===== src/rtl/fd_hazard_pkg.sv =====
`timescale 1ns/1ps
package fd_hazard_pkg;
  // Per-cycle decision of the hazard controller
  typedef enum logic [1:0] {
    ACT_RUN   = 2'd0,
    ACT_STALL = 2'd1,
    ACT_FLUSH = 2'd2
  } fd_action_e;

  typedef struct packed {
    logic pc_we;
    logic ifid_we;
    logic zero_ctrl;
    logic squash;
  } fd_ctrl_t;

  function automatic fd_ctrl_t action_to_ctrl(fd_action_e a);
    fd_ctrl_t c;
    c = '{pc_we: 1'b1, ifid_we: 1'b1, zero_ctrl: 1'b0, squash: 1'b0};
    case (a)
      ACT_STALL: begin
        c.pc_we     = 1'b0;
        c.ifid_we   = 1'b0;
        c.zero_ctrl = 1'b1;
      end
      ACT_FLUSH: c.squash = 1'b1;
      default: ;
    endcase
    return c;
  endfunction
endpackage


===== src/rtl/fd_loaduse_detect.sv =====
`timescale 1ns/1ps
module fd_loaduse_detect #(
  parameter int REG_AW = 5,
  parameter int N_SRC  = 2
) (
  input  logic                          ex_mem_read,
  input  logic [REG_AW-1:0]             ex_rt,
  input  logic [N_SRC-1:0][REG_AW-1:0]  id_src,
  output logic                          hazard
);
  logic [N_SRC-1:0] match;

  // One comparator per source operand read in decode
  for (genvar g = 0; g < N_SRC; g++) begin : g_cmp
    assign match[g] = (id_src[g] == ex_rt);
  end

  assign hazard = ex_mem_read && (|match);
endmodule


===== src/rtl/fd_action_arb.sv =====
`timescale 1ns/1ps
module fd_action_arb
  import fd_hazard_pkg::*;
(
  input  logic       rst,
  input  logic       hazard,
  input  logic       redirect,
  output fd_action_e action
);
  // The redirect outranks the stall so that the new fetch target is kept
  always_comb begin
    if (rst)           action = ACT_RUN;
    else if (redirect) action = ACT_FLUSH;
    else if (hazard)   action = ACT_STALL;
    else               action = ACT_RUN;
  end
endmodule


===== src/rtl/fd_ifid_reg.sv =====
`timescale 1ns/1ps
module fd_ifid_reg #(
  parameter int INSTR_W = 32,
  parameter int PC_W    = 32
) (
  input  logic               clk,
  input  logic               rst,
  input  logic               load,
  input  logic               squash,
  input  logic [INSTR_W-1:0] d_instr,
  input  logic [PC_W-1:0]    d_pc,
  output logic [INSTR_W-1:0] q_instr,
  output logic [PC_W-1:0]    q_pc
);
  localparam logic [INSTR_W-1:0] NOP_WORD = '0;

  always_ff @(posedge clk) begin
    if (rst) begin
      q_instr <= NOP_WORD;
      q_pc    <= '0;
    end else if (squash) begin
      q_instr <= NOP_WORD;
      q_pc    <= d_pc;
    end else if (load) begin
      q_instr <= d_instr;
      q_pc    <= d_pc;
    end
  end

  // a closed write enable keeps the register contents
  a_r2_hold_contents: assert property (@(posedge clk) disable iff (rst)
    (!load && !squash) |=> ($stable(q_instr) && $stable(q_pc)));

  // a squash leaves the no-op word behind
  a_r4_squash_to_nop: assert property (@(posedge clk) disable iff (rst)
    squash |=> (q_instr == NOP_WORD));
endmodule


===== src/rtl/fd_hazard_ctrl.sv =====
`timescale 1ns/1ps
module fd_hazard_ctrl
  import fd_hazard_pkg::*;
#(
  parameter int REG_AW  = 5,
  parameter int INSTR_W = 32,
  parameter int PC_W    = 32
) (
  input  logic               clk,
  input  logic               rst,
  input  logic               ex_mem_read,
  input  logic [REG_AW-1:0]  ex_rt,
  input  logic [REG_AW-1:0]  id_rs,
  input  logic [REG_AW-1:0]  id_rt,
  input  logic               id_jump,
  input  logic               id_branch_taken,
  input  logic [INSTR_W-1:0] if_instr,
  input  logic [PC_W-1:0]    if_pc,
  output logic               pc_write,
  output logic               ifid_write,
  output logic               ctrl_zero,
  output logic               if_flush,
  output logic [INSTR_W-1:0] ifid_instr,
  output logic [PC_W-1:0]    ifid_pc
);
  localparam int N_SRC = 2;

  logic [N_SRC-1:0][REG_AW-1:0] src_fields;
  logic       hazard;
  logic       redirect;
  fd_action_e action;
  fd_ctrl_t   ctrl;

  assign src_fields = {id_rt, id_rs};
  assign redirect   = id_jump || id_branch_taken;

  fd_loaduse_detect #(.REG_AW(REG_AW), .N_SRC(N_SRC)) u_detect (
    .ex_mem_read (ex_mem_read),
    .ex_rt       (ex_rt),
    .id_src      (src_fields),
    .hazard      (hazard)
  );

  fd_action_arb u_arb (
    .rst      (rst),
    .hazard   (hazard),
    .redirect (redirect),
    .action   (action)
  );

  assign ctrl       = action_to_ctrl(action);
  assign pc_write   = ctrl.pc_we;
  assign ifid_write = ctrl.ifid_we;
  assign ctrl_zero  = ctrl.zero_ctrl;
  assign if_flush   = ctrl.squash;

  fd_ifid_reg #(.INSTR_W(INSTR_W), .PC_W(PC_W)) u_ifid (
    .clk     (clk),
    .rst     (rst),
    .load    (ifid_write),
    .squash  (if_flush),
    .d_instr (if_instr),
    .d_pc    (if_pc),
    .q_instr (ifid_instr),
    .q_pc    (ifid_pc)
  );

  // a bubble always comes with a frozen front end
  a_r3_bubble_freezes: assert property (@(posedge clk) disable iff (rst)
    ctrl_zero |-> (!pc_write && !ifid_write));

  // a redirect is never swallowed by a stall
  a_r5_redirect_wins: assert property (@(posedge clk) disable iff (rst)
    redirect |-> (if_flush && pc_write && !ctrl_zero));

  // flush and bubble never coincide
  a_r6_one_action: assert property (@(posedge clk) disable iff (rst)
    $onehot0({if_flush, ctrl_zero}));

  // a stall needs a memory read in execute
  a_r1_stall_needs_load: assert property (@(posedge clk) disable iff (rst)
    ctrl_zero |-> ex_mem_read);
endmodule


===== config.mk =====
export PLATFORM = sky130hd
export DESIGN_NAME = fd_hazard_ctrl
export DESIGN_NICKNAME = d
export VERILOG_FILES = /design/src/rtl/fd_hazard_pkg.sv /design/src/rtl/fd_loaduse_detect.sv /design/src/rtl/fd_action_arb.sv /design/src/rtl/fd_ifid_reg.sv /design/src/rtl/fd_hazard_ctrl.sv
export SDC_FILE = /design/constraint.sdc
export NUM_CORES = 1
export LEC_CHECK = 0
export BUFFER_PORTS_ARGS = -buffer_cell sky130_fd_sc_hd__buf_2
export CAP_MARGIN = 0
export CORE_UTILIZATION = 48
export CTS_CLUSTER_SIZE = 16
export DETAILED_ROUTE_END_ITERATION = 8
export GPL_ROUTABILITY_DRIVEN = 0
export PLACE_DENSITY = 0.93
export SETUP_SLACK_MARGIN = 0.2
export SLEW_MARGIN = 20
export SYNTH_ARGS = -nofsm -noshare
export SYNTH_HDL_FRONTEND = slang
export SYNTH_SLANG_ARGS = --single-unit

===== constraint.sdc =====
create_clock -name clk -period 2.3 [get_ports clk]
set_clock_uncertainty 0.05 [all_clocks]
set_input_delay 0.115 -clock clk [delete_from_list [all_inputs] [get_ports clk]]
set_output_delay 0.115 -clock clk [all_outputs]
set_load 0.05 [all_outputs]

==> After elaboration in Yosys (flattened, before gate mapping) <==
Cells that the tools add are included.
{ "word_totals": {"reg_bits": 64, "n_memories": 0, "mem_bits_ro": 0, "ramBits": 0, "latch_bits": 0} }
{ "classes": {"mux": 7, "shift": 0, "magnitude_cmp": 0, "n_eq_ne": 4, "n_bitwise": 0, "div": 0, "addsub": 0, "multipliers": 0, "reduce_logical": 5} }
{ "ops": {"columns": ["cell", "n"], "rows": [
  ["32-bit two-way mux", 2],
  ["5-bit equality test", 2],
  ["2-bit two-way mux", 2],
  ["2-bit OR reduction", 2],
  ["3-bit two-way mux", 1],
  ["2-bit by 1-bit equality test with 1-bit output (second input constant)", 1],
  ["2-bit equality test (second input constant)", 1],
  ["1-bit two-way mux", 2],
  ["2-bit nonzero test", 1],
  ["1-bit logical AND", 1],
  ["1-bit logical OR", 1]
]} }

==> Depth between registers and ports, before layout <==
{ "depth": {"word_depth": 10, "ltp_mapped": 7, "mapped_depth_nobuf": 5} }

==> Hierarchy <==
Synthesis repeated with hierarchy kept, for this count alone.
{ "hier_totals": {"hier_cells": 272, "hier_area_um2": 2648.8} }
{ "modules_own_cells": {"columns": ["module", "area_per_inst_um2", "cells_each", "seq_area_each_um2", "n_inst"], "rows": [
  ["fd_ifid_reg", 2478.6, 250, 1281.2, 1],
  ["fd_loaduse_detect", 113.9, 15, 0.0, 1],
  ["fd_hazard_ctrl", 37.5, 5, 0.0, 1],
  ["fd_action_arb", 18.8, 2, 0.0, 1]
]} }

==> Least setup slack after synthesis <==
No wires, ideal clock.
{ "synth_timing": {"kind": "input to register", "startpoint": "input port id_rs[0]", "endpoint": "register u_ifid.q_pc[14]", "slack_ns": 0.782, "t_arrival_ns": 1.346, "stages": 7, "setup_ns": 0.121, "cell_sequence": "xnor2_1 and4_4 a22o_4 buf_8 inv_8 buf_12 mux2_4"} }
{ "synth_via": {"elab_chain_len": 9} }
{ "synth_rtl": {"columns": ["element", "line_no", "source"], "rows": [
  ["from (decl)", "fd_hazard_ctrl.sv:13", "input logic [REG_AW-1:0] id_rs,"],
  ["5-bit equality test", "fd_loaduse_detect.sv:15", "assign match[g] = (id_src[g] == ex_rt);"],
  ["2-bit OR reduction", "fd_loaduse_detect.sv:18", "assign hazard = ex_mem_read && (|match);"],
  ["1-bit logical AND", "fd_loaduse_detect.sv:18", null],
  ["1-bit two-way mux", "fd_action_arb.sv:14", "else if (hazard) action = ACT_STALL;"],
  ["2-bit two-way mux", "fd_action_arb.sv:13", "else if (redirect) action = ACT_FLUSH;"],
  ["2-bit two-way mux", "fd_action_arb.sv:12", "if (rst) action = ACT_RUN;"],
  ["2-bit by 1-bit equality test with 1-bit output", "fd_hazard_pkg.sv:20", "case (a)"],
  ["3-bit two-way mux", "fd_hazard_pkg.sv:20", null],
  ["net ifid_write", "fd_hazard_ctrl.sv:20", "output logic ifid_write,"],
  ["2-bit nonzero test (no line)", null, null],
  ["to (signal assigned)", "fd_ifid_reg.sv:23", "q_pc <= d_pc;"],
  ["to (signal assigned)", "fd_ifid_reg.sv:26", "q_pc <= d_pc;"],
  ["to (decl)", "fd_ifid_reg.sv:13", "output logic [PC_W-1:0] q_pc"]
]} }
The timed path passes the listed nets, and every way through them passes these cells.
A chain may end at the register's enable or synchronous reset.

==> Final worst setup path <==
{ "layout_timing": {"startpoint": "input port ex_rt[4]", "endpoint": "output port ifid_write"} }
{ "layout_via": {"elab_chain_len": 8} }
{ "layout_rtl": {"columns": ["element", "line_no", "source"], "rows": [
  ["from (decl)", "fd_hazard_ctrl.sv:12", "input logic [REG_AW-1:0] ex_rt,"],
  ["5-bit equality test", "fd_loaduse_detect.sv:15", null],
  ["2-bit OR reduction *", "fd_loaduse_detect.sv:18", null],
  ["1-bit logical AND *", "fd_loaduse_detect.sv:18", null],
  ["1-bit two-way mux *", "fd_action_arb.sv:14", null],
  ["2-bit two-way mux *", "fd_action_arb.sv:13", null],
  ["2-bit two-way mux *", "fd_action_arb.sv:12", null],
  ["2-bit by 1-bit equality test with 1-bit output *", "fd_hazard_pkg.sv:20", null],
  ["3-bit two-way mux *", "fd_hazard_pkg.sv:20", null],
  ["to (decl)", "fd_hazard_ctrl.sv:20", null]
]} }
Every way passes the cells marked *; elsewhere a longest branch is shown, timed or not.

==> flow_summary.yaml <==
run_status:
  status: "finished clean"
drt:
  first_iter_violations: 69
  viasPerCell: 4.77
  wl_microns: 7360
  drc_errors: 0
  ant_nets: 0
  drtPass1Iterations: 4
  wl_per_cell_microns: 13.6
  via_count: 2584
min_path:
  hold_start: "if_pc[7]"
  worstHoldEndpoint: "u_ifid.q_pc[7]$_SDFFE_PP0P_"
  hp-class: "in2reg"
  min_path_cells: 3
floorplanning:
  core_sq_um: 5610
  die_area_sq_um: 6220
  die_x_microns: 78.9
  start_util: 0.506
  die_y_microns: 78.9
  num_io_pins: 152
  std_cell_rows: 27
critical_path:
  path_cells: "buf_2 -> xor2_1 -> nor3_2 -> a22o_4 -> inv_8 -> buf_2"
  crit_path_start: "ex_rt[4]"
  endpoint_kind: "output port"
  crit_top_cell: "buf_2"
  slowest_delay_ns: 0.38
  timing.rr.end: "u_ifid.q_pc[29]$_SDFFE_PP0P_"
  crit_buf_inv: 3
  cp_top_family: "buffers and inverters"
  critPathRequiredTime_ns: 2.13
  r2r_setup_slack_ns: 1.55
  ff2ff_path_depth: 1
  worst-path-max-fanout: 18
  r2r-start: "u_ifid.q_pc[29]$_SDFFE_PP0P_"
  critPathLaunchType: "input port"
  critical_path_class: "in2out"
  crit_arrival_ns: 1.48
  crit_slowest_cell: "a22o_4"
logic_synthesis:
  ys_seq_elements: 64
  ys.flop_type: "dfxtp_1"
  synth_area_leaders: "dfxtp_1 (45%), mux2i_1 (17%), nand2_1 (8.5%)"
  netlist_instances: 282
  yosysTopAreaCell: "dfxtp_1"
  syn_nets: 366
  synth_edf_count: 0
  yosys.area.top_type_share: 0.451
  syn_avg_cell_area_sq_um: 10.1
  ys.warnings.count: 0
  synth_seq_area_share: 0.451
  netlist-cell-type-count: 23
  syn_area_sq_um: 2840
  synthArstFlopShare: 0
clock_tree:
  postCtsSetupBuffers: 0
  cts_root_buffer: "clkbuf_8"
  cts_resized: 0
  clk_path_buf_depth: 2
  cts_inserted_buffers: 9
  clkSinkCount: 64
  htreeDepth: 3
  clkLatencyLatePin_ns: 0.32
  clkTransAtPathRegs_ns: 0.07
  cts_tree: "done"
timing:
  tns_ns: 0
  worstMarginPinSlew_ns: 0.573
  layout_min_cycle_time_ns: 1.64
  final-setup-viol-count: 0
  fin_ws_ns: 0.658
  final_min_period_over_clock_period: 0.714
  rsz0062_at_grt: "false"
  relSlewSlack: 0.618
  fmax_mhz: 609
  maxSlewViolCount: 0
  hold_violations: 0
placement:
  place_hpwl_microns: 4680
  place_area_sq_um: 3600
  dp_cells: 488
  pre_cts_slack_ns: 0.592
  port_buffers: 151
cells_and_area:
  nets: 549
  drive_gt1_frac: 0.409
  area_delta_synth_final_pct: 46.7
  antenna_cells: 0
  design_area_sq_um: 4160
  finalNonFillerCells: 542
global_routing:
  grt_pass1_vias: 2533
  grt.overflow.total: 0
  grt_usage: 0.234
  grt_max_degree: 65
  grt_pass1_wl_microns: 11100
  antenna_found_initial: 0
power_and_ir_drop:
  ir_worst_vdd_mv: 0.450
  power_density_nw_per_um2: 613
  leakagePower_nw: 1.91
job:
  drv_cap: 0
-- kinds of logic after synthesis --
group	count (synthesis)	share of synthesized area
simple gates	121	0.215
mux	64	0.245
flops	64	0.451
buf+inv	21	0.0485
xor+xnor	10	0.0309
compound gates	2	0.00926
-- routing by layer --
metal | share of wire | global-route usage | vias to the layer above
met1 | 0.39 | 0.231 | 1187
met4 | 0.025 | 0.115 | 0
li1 | - | - | 1282
met2 | 0.53 | 0.454 | 98
met5 | 0 | 0 | -
met3 | 0.053 | 0.0552 | 17
-- final cells by class --
type	instances	area, sq um
clock inverter	3	15.0
multi-input combinational	197	1430
sequential	64	1280
inverter	1	11.3
fill	417	1440
clock buffer	13	169
tap	72	90.1
timing repair buffer	192	1170
-- power by group --
| part | internal, W | total (W) | switching, W |
|---|---|---|---|
| registers | 0.00116 | 0.00118 | 0.0000247 |
| clock network | 0.000475 | 0.000874 | 0.000399 |
| logic | 0.000199 | 0.000497 | 0.000298 |
| total | 0.00183 | 0.00255 | 0.000722 |
-- worst max-delay path by stage --
stage / to / slack [ns] / cells after the start
2_1_floorplan: u_ifid.q_pc[14]$_SDFFE_PP0P_ / 0.78 / 7
3_3_place_gp: u_ifid.q_pc[25]$_SDFFE_PP0P_ / 0.62 / 6
3_5_place_dp: u_ifid.q_pc[29]$_SDFFE_PP0P_ / 0.59 / 6
4_1_cts: pc_write / 0.67 / 6
5_1_grt: pc_write / 0.59 / 6
6_report: ifid_write / 0.66 / 6
-- synthesized netlist by cell type (2+ instances only) --
library cell / count
nor2b_1: 16
and3_1: 2
mux2_4: 9
buf_4: 4
nor2_1: 2
xnor2_1: 4
nand2_1: 64
mux2i_1: 48
nand2b_1: 32
dfxtp_1: 64
xor2_1: 6
clkbuf_1: 12
nor3_2: 3
mux2_2: 7
-- cell usage in the layout (no fill, tap or decap) --
cell and n:
buf_4 2, clkinv_2 3, nor2_1 2, a22o_2 1
a22o_4 1, and4_1 1, nand2_1 64, mux2i_1 48
xnor2_1 4, xor2_1 6, and4_4 1, mux2_2 7
inv_8 1, buf_2 151, dlygate4sd3_1 38, clkbuf_1 1
dfxtp_1 64, nor3_4 1, clkbuf_8 12, nand2b_1 32
mux2_4 9, nor2b_1 16, buf_12 1, nor3_2 2
and3_1 2
-- worst min-delay path: cells and delay by family --
kind                   cells  cell delay (ns)
buffers and inverters      1             0.10
AND/OR/NAND/NOR            1             0.06
multiplexers               1             0.06
-- what timing repair did --
action / CTS / global route
endpoints found under the hold margin: 38 / 0
setup endpoints to repair: 0 / 0
hold buffers: 38 / 0
-- state kept, by name, indices dropped and copies added (netlist names) --
signal,cells
u_ifid.q_instr,32
u_ifid.q_pc,32
-- per-stage QoR --
step                      total power [W]   util  hold WS, ns
after global placement            0.00163  0.642        0.308
final                             0.00255  0.743      0.00967
after detailed placement          0.00165  0.642        0.314
after global routing              0.00265  0.743     0.000206
after floorplan                   0.00150      -        0.204
after CTS                         0.00257  0.743    0.0000107
Note: power is estimated with default switching activity, not from simulation.
